==> config.mk <==
export PLATFORM = sky130hd
export DESIGN_NAME = irq_pair_resolver
export DESIGN_NICKNAME = d
export VERILOG_FILES = /design/src/rtl/irq_pair_pkg.sv /design/src/rtl/irq_prio_scan.sv /design/src/rtl/irq_raise_decode.sv /design/src/rtl/irq_eoi_decode.sv /design/src/rtl/irq_pair_resolver.sv
export SDC_FILE = /design/constraint.sdc
export NUM_CORES = 1
export LEC_CHECK = 0
export CORE_ASPECT_RATIO = 2
export CORE_MARGIN = 10
export CORE_UTILIZATION = 26
export DETAILED_ROUTE_END_ITERATION = 8
export SYNTH_ARGS = -nofsm -noshare
export SYNTH_HDL_FRONTEND = slang
export SYNTH_SLANG_ARGS = --single-unit
==> constraint.sdc <==
create_clock -name clk -period 2.8 [get_ports clk]
set_input_delay 0.28 -clock clk [delete_from_list [all_inputs] [get_ports clk]]
set_output_delay 0.28 -clock clk [all_outputs]
set_load 0.05 [all_outputs]
==> src/rtl/irq_pair_pkg.sv <==
package irq_pair_pkg;

    localparam int LINES        = 8;
    localparam int NUM_CTRL     = 2;
    localparam int LINE_W       = $clog2(LINES);
    localparam int TOTAL        = LINES * NUM_CTRL;
    localparam int IRQ_W        = $clog2(TOTAL);
    localparam int RAISE_W      = IRQ_W + 1;
    localparam int BASE_W       = 5;
    localparam int VEC_W        = BASE_W + LINE_W;
    localparam int CMD_W        = 7;

    // cascade wiring: primary line that carries the secondary, and the
    // line a raise of that number is redirected to
    localparam int CASCADE_LINE = 2;
    localparam int REDIRECT_IRQ = 9;

    // command byte fields decoded by the end-of-interrupt logic
    localparam int CMD_TYPE_LO  = 3;
    localparam int CMD_EOI_BIT  = 5;
    localparam int CMD_SPEC_BIT = 6;

    typedef logic [LINES-1:0] line_vec_t;

    typedef struct packed {
        line_vec_t [NUM_CTRL-1:0] req;
        line_vec_t [NUM_CTRL-1:0] svc;
        logic                     err;
    } res_state_t;

endpackage

==> src/rtl/irq_prio_scan.sv <==
module irq_prio_scan #(
    parameter int W  = 8,
    parameter int IW = $clog2(W)
) (
    input  logic [W-1:0]  vec,
    output logic          found,
    output logic [IW-1:0] idx
);

    // lowest set index wins; zero when nothing is set
    always_comb begin
        found = |vec;
        idx   = '0;
        for (int i = W - 1; i >= 0; i--) begin
            if (vec[i]) begin
                idx = IW'(i);
            end
        end
    end

endmodule

==> src/rtl/irq_raise_decode.sv <==
module irq_raise_decode
    import irq_pair_pkg::*;
#(
    parameter int CASC  = CASCADE_LINE,
    parameter int REDIR = REDIRECT_IRQ
) (
    input  logic               valid,
    input  logic [RAISE_W-1:0] num,
    output logic [TOTAL-1:0]   set_vec,
    output logic               bad
);

    logic             in_range;
    logic [IRQ_W-1:0] eff;

    always_comb begin
        in_range = (num < RAISE_W'(TOTAL));
        bad      = valid && !in_range;
        eff      = (num == RAISE_W'(CASC)) ? IRQ_W'(REDIR) : num[IRQ_W-1:0];
        set_vec  = '0;
        for (int i = 0; i < TOTAL; i++) begin
            if (valid && in_range && (eff == IRQ_W'(i))) begin
                set_vec[i] = 1'b1;
            end
        end
    end

endmodule

==> src/rtl/irq_eoi_decode.sv <==
module irq_eoi_decode
    import irq_pair_pkg::*;
(
    input  logic             hit,
    input  logic [CMD_W-1:0] cmd,
    input  line_vec_t        svc,
    output line_vec_t        clr
);

    logic              any_svc;
    logic [LINE_W-1:0] low_idx;
    logic              is_eoi;

    irq_prio_scan #(
        .W  (LINES),
        .IW (LINE_W)
    ) i_low (
        .vec   (svc),
        .found (any_svc),
        .idx   (low_idx)
    );

    always_comb begin
        is_eoi = hit
              && (cmd[CMD_TYPE_LO+1:CMD_TYPE_LO] == 2'b00)
              && cmd[CMD_EOI_BIT];
        clr = '0;
        if (is_eoi) begin
            if (cmd[CMD_SPEC_BIT]) begin
                clr[cmd[LINE_W-1:0]] = 1'b1;
            end else if (any_svc) begin
                clr[low_idx] = 1'b1;
            end
        end
    end

endmodule

==> src/rtl/irq_pair_resolver.sv <==
module irq_pair_resolver
    import irq_pair_pkg::*;
(
    input  logic               clk,
    input  logic               rst_n,
    input  logic               raise_valid,
    input  logic [RAISE_W-1:0] raise_num,
    input  logic [LINES-1:0]   mask_lo,
    input  logic [LINES-1:0]   mask_hi,
    input  logic [BASE_W-1:0]  base_lo,
    input  logic [BASE_W-1:0]  base_hi,
    input  logic               auto_eoi,
    input  logic               ack,
    input  logic               cmd_valid,
    input  logic               cmd_hi,
    input  logic [CMD_W-1:0]   cmd_code,
    output logic               raise_err,
    output logic               pending,
    output logic [IRQ_W-1:0]   win_num,
    output logic [VEC_W-1:0]   win_vec,
    output logic [LINES-1:0]   irr_lo,
    output logic [LINES-1:0]   irr_hi,
    output logic [LINES-1:0]   isr_lo,
    output logic [LINES-1:0]   isr_hi
);

    localparam int CTRL_W = IRQ_W - LINE_W;

    res_state_t st_d, st_q;

    line_vec_t [NUM_CTRL-1:0]              mask_a;
    logic      [NUM_CTRL-1:0][BASE_W-1:0] base_a;
    line_vec_t [NUM_CTRL-1:0]              eoi_clr;
    logic      [TOTAL-1:0]                 live;
    logic      [TOTAL-1:0]                 raise_set;
    logic                                  raise_bad;
    logic                                  any_live;
    logic      [IRQ_W-1:0]                 win_idx;
    logic      [CTRL_W-1:0]                win_ctrl;
    logic      [LINE_W-1:0]                win_line;
    logic                                  take;
    logic      [TOTAL-1:0]                 take_vec;
    logic      [TOTAL-1:0]                 svc_set;

    assign mask_a   = {mask_hi, mask_lo};
    assign base_a   = {base_hi, base_lo};
    assign live     = st_q.req & ~mask_a;
    assign win_ctrl = win_idx[IRQ_W-1:LINE_W];
    assign win_line = win_idx[LINE_W-1:0];

    irq_raise_decode i_raise (
        .valid   (raise_valid),
        .num     (raise_num),
        .set_vec (raise_set),
        .bad     (raise_bad)
    );

    irq_prio_scan #(
        .W  (TOTAL),
        .IW (IRQ_W)
    ) i_win (
        .vec   (live),
        .found (any_live),
        .idx   (win_idx)
    );

    for (genvar c = 0; c < NUM_CTRL; c++) begin : g_eoi
        irq_eoi_decode i_eoi (
            .hit (cmd_valid && (cmd_hi == 1'(c))),
            .cmd (cmd_code),
            .svc (st_q.svc[c]),
            .clr (eoi_clr[c])
        );
    end

    always_comb begin
        st_d     = st_q;
        take     = ack && any_live;
        take_vec = take ? (TOTAL'(1) << win_idx) : '0;
        svc_set  = (take && !auto_eoi) ? take_vec : '0;
        if (take && !auto_eoi && (win_ctrl != '0)) begin
            svc_set[CASCADE_LINE] = 1'b1;
        end
        st_d.req = (st_q.req & ~take_vec) | raise_set;
        st_d.svc = (st_q.svc & ~eoi_clr) | svc_set;
        st_d.err = raise_bad;
    end

    always_ff @(posedge clk or negedge rst_n) begin
        if (!rst_n) begin
            st_q <= '0;
        end else begin
            st_q <= st_d;
        end
    end

    assign pending   = any_live;
    assign win_num   = win_idx;
    assign win_vec   = any_live ? {base_a[win_ctrl], win_line} : '0;
    assign raise_err = st_q.err;
    assign irr_lo    = st_q.req[0];
    assign irr_hi    = st_q.req[1];
    assign isr_lo    = st_q.svc[0];
    assign isr_hi    = st_q.svc[1];

endmodule

### After elaboration in Yosys (flattened, before gate mapping)

Index checks and enable logic that the tools add are counted.

* magnitude comparators: 8
* eq/ne operators: 16
* shift-type cells: 1
* mux-type cells: 67
* bitwise operators: 9
* reductions and logical operators: 37

Operators with widths (number)
* $mux 4: 17
* $mux 8: 7
* $and 16x16->16: 3
* $mux 3: 16
* $not 16->16: 3
* $eq 4x4->1 const B: 8
* $mux 16: 2
* $or 16x16->16: 2
* $logic_and 1x1->1: 30
* $mux 1: 20
* $eq 4x3->1 const B: 4
* $reduce_or 16->1: 1
* $reduce_or 8->1: 2
* $shl 1x4->16 const A: 1
* $lt 3x4->1 const B: 3
* $mux 5: 2
* $demux 1 s3: 3
* $ge 3x1->1 const B: 3
* $eq 4x2->1 const B: 2
* $eq 5x2->1 const B: 1
* $lt 5x5->1 const B: 1
* $eq 4x1->1 const B: 1
* $logic_not 4->1: 1
* $logic_not 1->1: 2
* 3 further kinds: 3

* flip-flop bits (word level): 33
* bits of input ports: 45
* output and inout port bits: 46
* logic and storage cells: 143

### Logic depth before layout (Yosys ltp)

* depth after elaboration: 23
* mapped depth: 8
* mapped depth without buffers: 6

### Hierarchy

A second synthesis with hierarchy kept.

* cell total of the unflattened synthesis: 300
* area, all modules: 2422.3 µm²

By module, submodules not included
* irq_pair_resolver: times used 1, cells an instance 153, area each 1546.5 µm², sequential area each 825.8 µm²
* irq_eoi_decode at g_eoi[1].i_eoi: times used 1, cells an instance 30, area each 197.7 µm², sequential area each 0.0 µm²
* irq_prio_scan at i_win: times used 1, cells an instance 34, area each 176.4 µm², sequential area each 0.0 µm²
* irq_eoi_decode at g_eoi[0].i_eoi: times used 1, cells an instance 29, area each 172.7 µm², sequential area each 0.0 µm²
* irq_raise_decode: times used 1, cells an instance 28, area each 166.4 µm², sequential area each 0.0 µm²
* irq_prio_scan at g_eoi[0].i_eoi.i_low ...: times used 2, cells an instance 13, area each 81.3 µm², sequential area each 0.0 µm²

### Worst setup path before layout

No wires, ideal clock.

* path type: register -> output
* from: register st_q (netlist bit irr_hi[2])
* to: output win_num[1]
* data arrival time: 2.200 ns
* required time: 2.520 ns
* path slack: 0.320 ns
* stages on the path, launching flop included: 7
* path buffers: 1
* path through: dfrtp_1 and2b_1 nand2b_1 a311oi_1 or2_1 clkbuf_1 a21oi_1

* cells in the longest elaborated chain, start to end: 12

Ends and longest elaborated chain
* from (decl): line irq_pair_resolver.sv:29 `res_state_t st_d, st_q;`
* from (signal assigned): line irq_pair_resolver.sv:93 `st_q <= st_d;`
* $and 16x16->16: line irq_pair_resolver.sv:47 `assign live = st_q.req & ~mask_a;`
* $mux 4 (11 in series): line irq_prio_scan.sv:15 `if (vec[i]) begin`
* to (decl): line irq_pair_resolver.sv:19 `output logic [IRQ_W-1:0] win_num,`

Every way passes these cells.

### Final worst setup path

* from: input mask_lo[2]
* to: output pending

* cells in the longest elaborated chain, start to end: 3

Ends and longest elaborated chain
* from (decl): line irq_pair_resolver.sv:8 `input logic [LINES-1:0] mask_lo,`
* $not 16->16: line irq_pair_resolver.sv:47
* $and 16x16->16: line irq_pair_resolver.sv:47
* $reduce_or 16->1: line irq_prio_scan.sv:12 `found = |vec;`
* to (decl): line irq_pair_resolver.sv:18 `output logic pending,`

Every way passes these cells.

==> results by group <==
Synthesis
  – Post-synth EDFFs: 0
  – Top FF cell, synth: dfrtp_1
  – Area leader, netlist: dfrtp_1
  – Synth Warn #: 0
  – Mean Syn Cell Area: 8.63 µm²
  – #FFs+latches synth: 33
  – Top-area cell type share of the netlist area: 0.360
  – Library cells used by synthesis: 59
  – Syn Nets: 311
  – Ys async rst share: 1.00
  – Register area share after synthesis: 0.360
  – Cell area after synthesis: 2290 µm²
  – Top cells by area, synth: dfrtp_1, nand2_1, nand2b_1
  – Count of mapped cells out of synthesis: 266

STA
  – Max Freq: 0.405 GHz
  – Final period util: 0.883
  – Slew Viols, Final: 0
  – Worst-Margin Slew: 0.761 ns
  – Final WS setup: 0.329 ns
  – Hold_ws: 0.423 ns
  – Fin Setup TNS: 0 ns
  – RSZ-0062 raised after global routing: false
  – Tmin final: 2.47 ns
  – Hold Fails Final Rpt: 0
  – Setup violations, final: 0
  – Final Skew: 0.00725 ns
  – Slew Limit Headroom: 0.491

Die
  – Initial Util: 0.265
  – # rows: 48
  – Core area: 8650 µm²
  – DIE HEIGHT: 153 µm
  – Die area: 13,200 µm²
  – Die width: 86.4 µm
  – Ports: 91

Finish
  – Filler cells: 897
  – Nets: 411
  – Area occupied by multi-input gates: 1400 µm²
  – Most frequent cells in the layout: clkdlybuf4s50_1, dfrtp_1, nand2_1
  – Final instance area: 3580 µm²
  – Most common library cell in the layout ignoring fill and taps: clkdlybuf4s50_1
  – Layout cell share with drive strength beyond 1: 0.112
  – P&R area growth vs syn: 55.9%
  – Antenna fix cells: 0
  – Sequential cell area: 826 µm²

Power
  – Leak: 1.43 nW
  – Pwr/cell area: 828 nW/µm²
  – Total power: 2.96 mW
  – Worst VDD drop: 0.000343 V

Worst setup path
  – Setup crit end kind: primary output
  – Critical path's most frequent cell: or3_4
  – CP max stage delay: 0.52 ns
  – CP arrival: 2.19 ns
  – Crit-path max FO: 7
  – Startpoint types: input port
  – Crit-path cells: clkdlybuf4s50_1 > nor2b_4 > or3_4 > or3_4 > or2_1 > buf_4
  – Worst EP required: 2.52 ns
  – CP bufs+invs: 2
  – Crit path max-delay family: simple AND/OR/NAND/NOR gates
  – Slowest stage cell, crit path: clkdlybuf4s50_1
  – Critical path type: input port to primary output

Placed design
  – Routability Congestion: 0.887
  – Placement Cell Area: 3440 µm²
  – IO buf count: 90
  – Post-DP HPWL: 7330 µm
  – Worst slack at placement: 0.315 ns

Global routing
  – Total track usage: 0.132
  – First-pass GRT wire length: 13,700 µm
  – GRT overflow: 0
  – Largest net degree at the start of global routing: 34
  – Number of global-route vias before repair: 2,549
  – Initial antenna violation count: 0

Clock tree
  – Clock sinks: 33
  – Hold-fix buffers, CTS: 0
  – Max Root-Sink Buffers: 2
  – CTS tree: done
  – H-tree levels: 2
  – Setup Buffers After CTS: 0
  – Clk pin slew, worst setup/hold paths: 0.05 ns
  – CTS Buf Count: 5
  – Post-CTS Resized: 0
  – Clock latency on the worst-skew pair: 0.28 ns
  – Root Buffer: clkbuf_16

Detailed routing
  – WL per Instance: 18.8 µm
  – Routed WL: 8800 µm
  – Pre-antenna DRT Iters: 4
  – Remaining routing DRC violations: 0
  – DRT antenna net count: 0
  – Via-to-Cell Ratio: 5.23
  – Via count: 2,443
  – Starting DRT DRC Count: 99

Min path
  – Hold Path Class: input port to async pin

Run status
  – Run status: completed

Job
  – Max cap viols: 0
## cells in the mapped netlist, drive strengths merged (4+ instances only)
master    n
dfrtp    33
o21bai    4
nand2    31
nor3      7
inv       9
o21ai    29
or2       5
nand3     9
or3       4
o31ai     5
o2bb2ai   6
nand2b   17
nor3b     4
nor2     15
a21oi    11
o31a      5
nor2b    13
a21o      7
## metrics by stage
| step | cells | util |
|---|---|---|
| finish | 467 | 0.414 |
| global route | 467 | 0.414 |
| floorplan | 266 | - |
| CTS | 467 | 0.414 |
| global placement | 459 | 0.398 |
| detailed placement | 459 | 0.398 |
## worst reg2reg max path: stages (launching register included)
cell,delay (ns)
dfrtp_1,0.39
nor2b_1,0.39
nor2_1,0.10
o211ai_1,0.33
or2_1,0.26
a31oi_1,0.31
a21o_1,0.28
## layout make-up
class / count / area share
clock buffer: 8 / 0.0381
inverter: 9 / 0.00944
multi-input combinational: 218 / 0.390
sequential: 33 / 0.231
tap: 100 / 0.0350
timing repair buffer: 99 / 0.297
## path summary, 6_finish.rpt
path / startpoint / end / slack, ns / depth (start not counted)
setup / recovery: mask_lo[2] / pending / 0.33 / 6
hold / removal: rst_n / isr_hi[3] / 0.42 / 2
setup reg to reg: irr_hi[0] / irr_hi[5] / 0.64 / 6
hold reg to reg: irr_lo[2] / irr_lo[2] / 0.54 / 1
max in group asynchronous: rst_n / isr_lo[5] / 2.06 / 2
min in group clk: irr_lo[2] / irr_lo[2] / 0.54 / 1
## registers in the layout, summed over array words and instances (netlist names)
| register | flops |
|---|---|
| irr_hi | 8 |
| irr_lo | 8 |
| isr_hi | 8 |
| isr_lo | 8 |
| raise_err | 1 |
## report_power, final
| part | internal (mW) | switching [mW] |
|---|---|---|
| registers | 0.591 | 0.138 |
| logic | 0.655 | 1.05 |
| clock network | 0.331 | 0.198 |
| total | 1.58 | 1.39 |
## cell families (layout without fill, tap and decap cells)
kind of cell	after synthesis	in the layout	share of synthesized area
DFF	33	33	0.360
buffers and inverters	15	116	0.0316
and+or+nand+nor	124	124	0.321
AOI/OAI and AO/OA	93	93	0.284
muxes	1	1	0.00436
## layer usage
| metal | up-vias | track usage | share of wire |
|---|---|---|---|
| met5 | - | 0 | 0 |
| met4 | 0 | 0.0799 | 0.051 |
| met3 | 25 | 0.0426 | 0.068 |
| met2 | 83 | 0.235 | 0.54 |
| met1 | 1146 | 0.125 | 0.34 |
| li1 | 1189 | - | - |
Note: power is estimated with default switching activity, not from simulation.
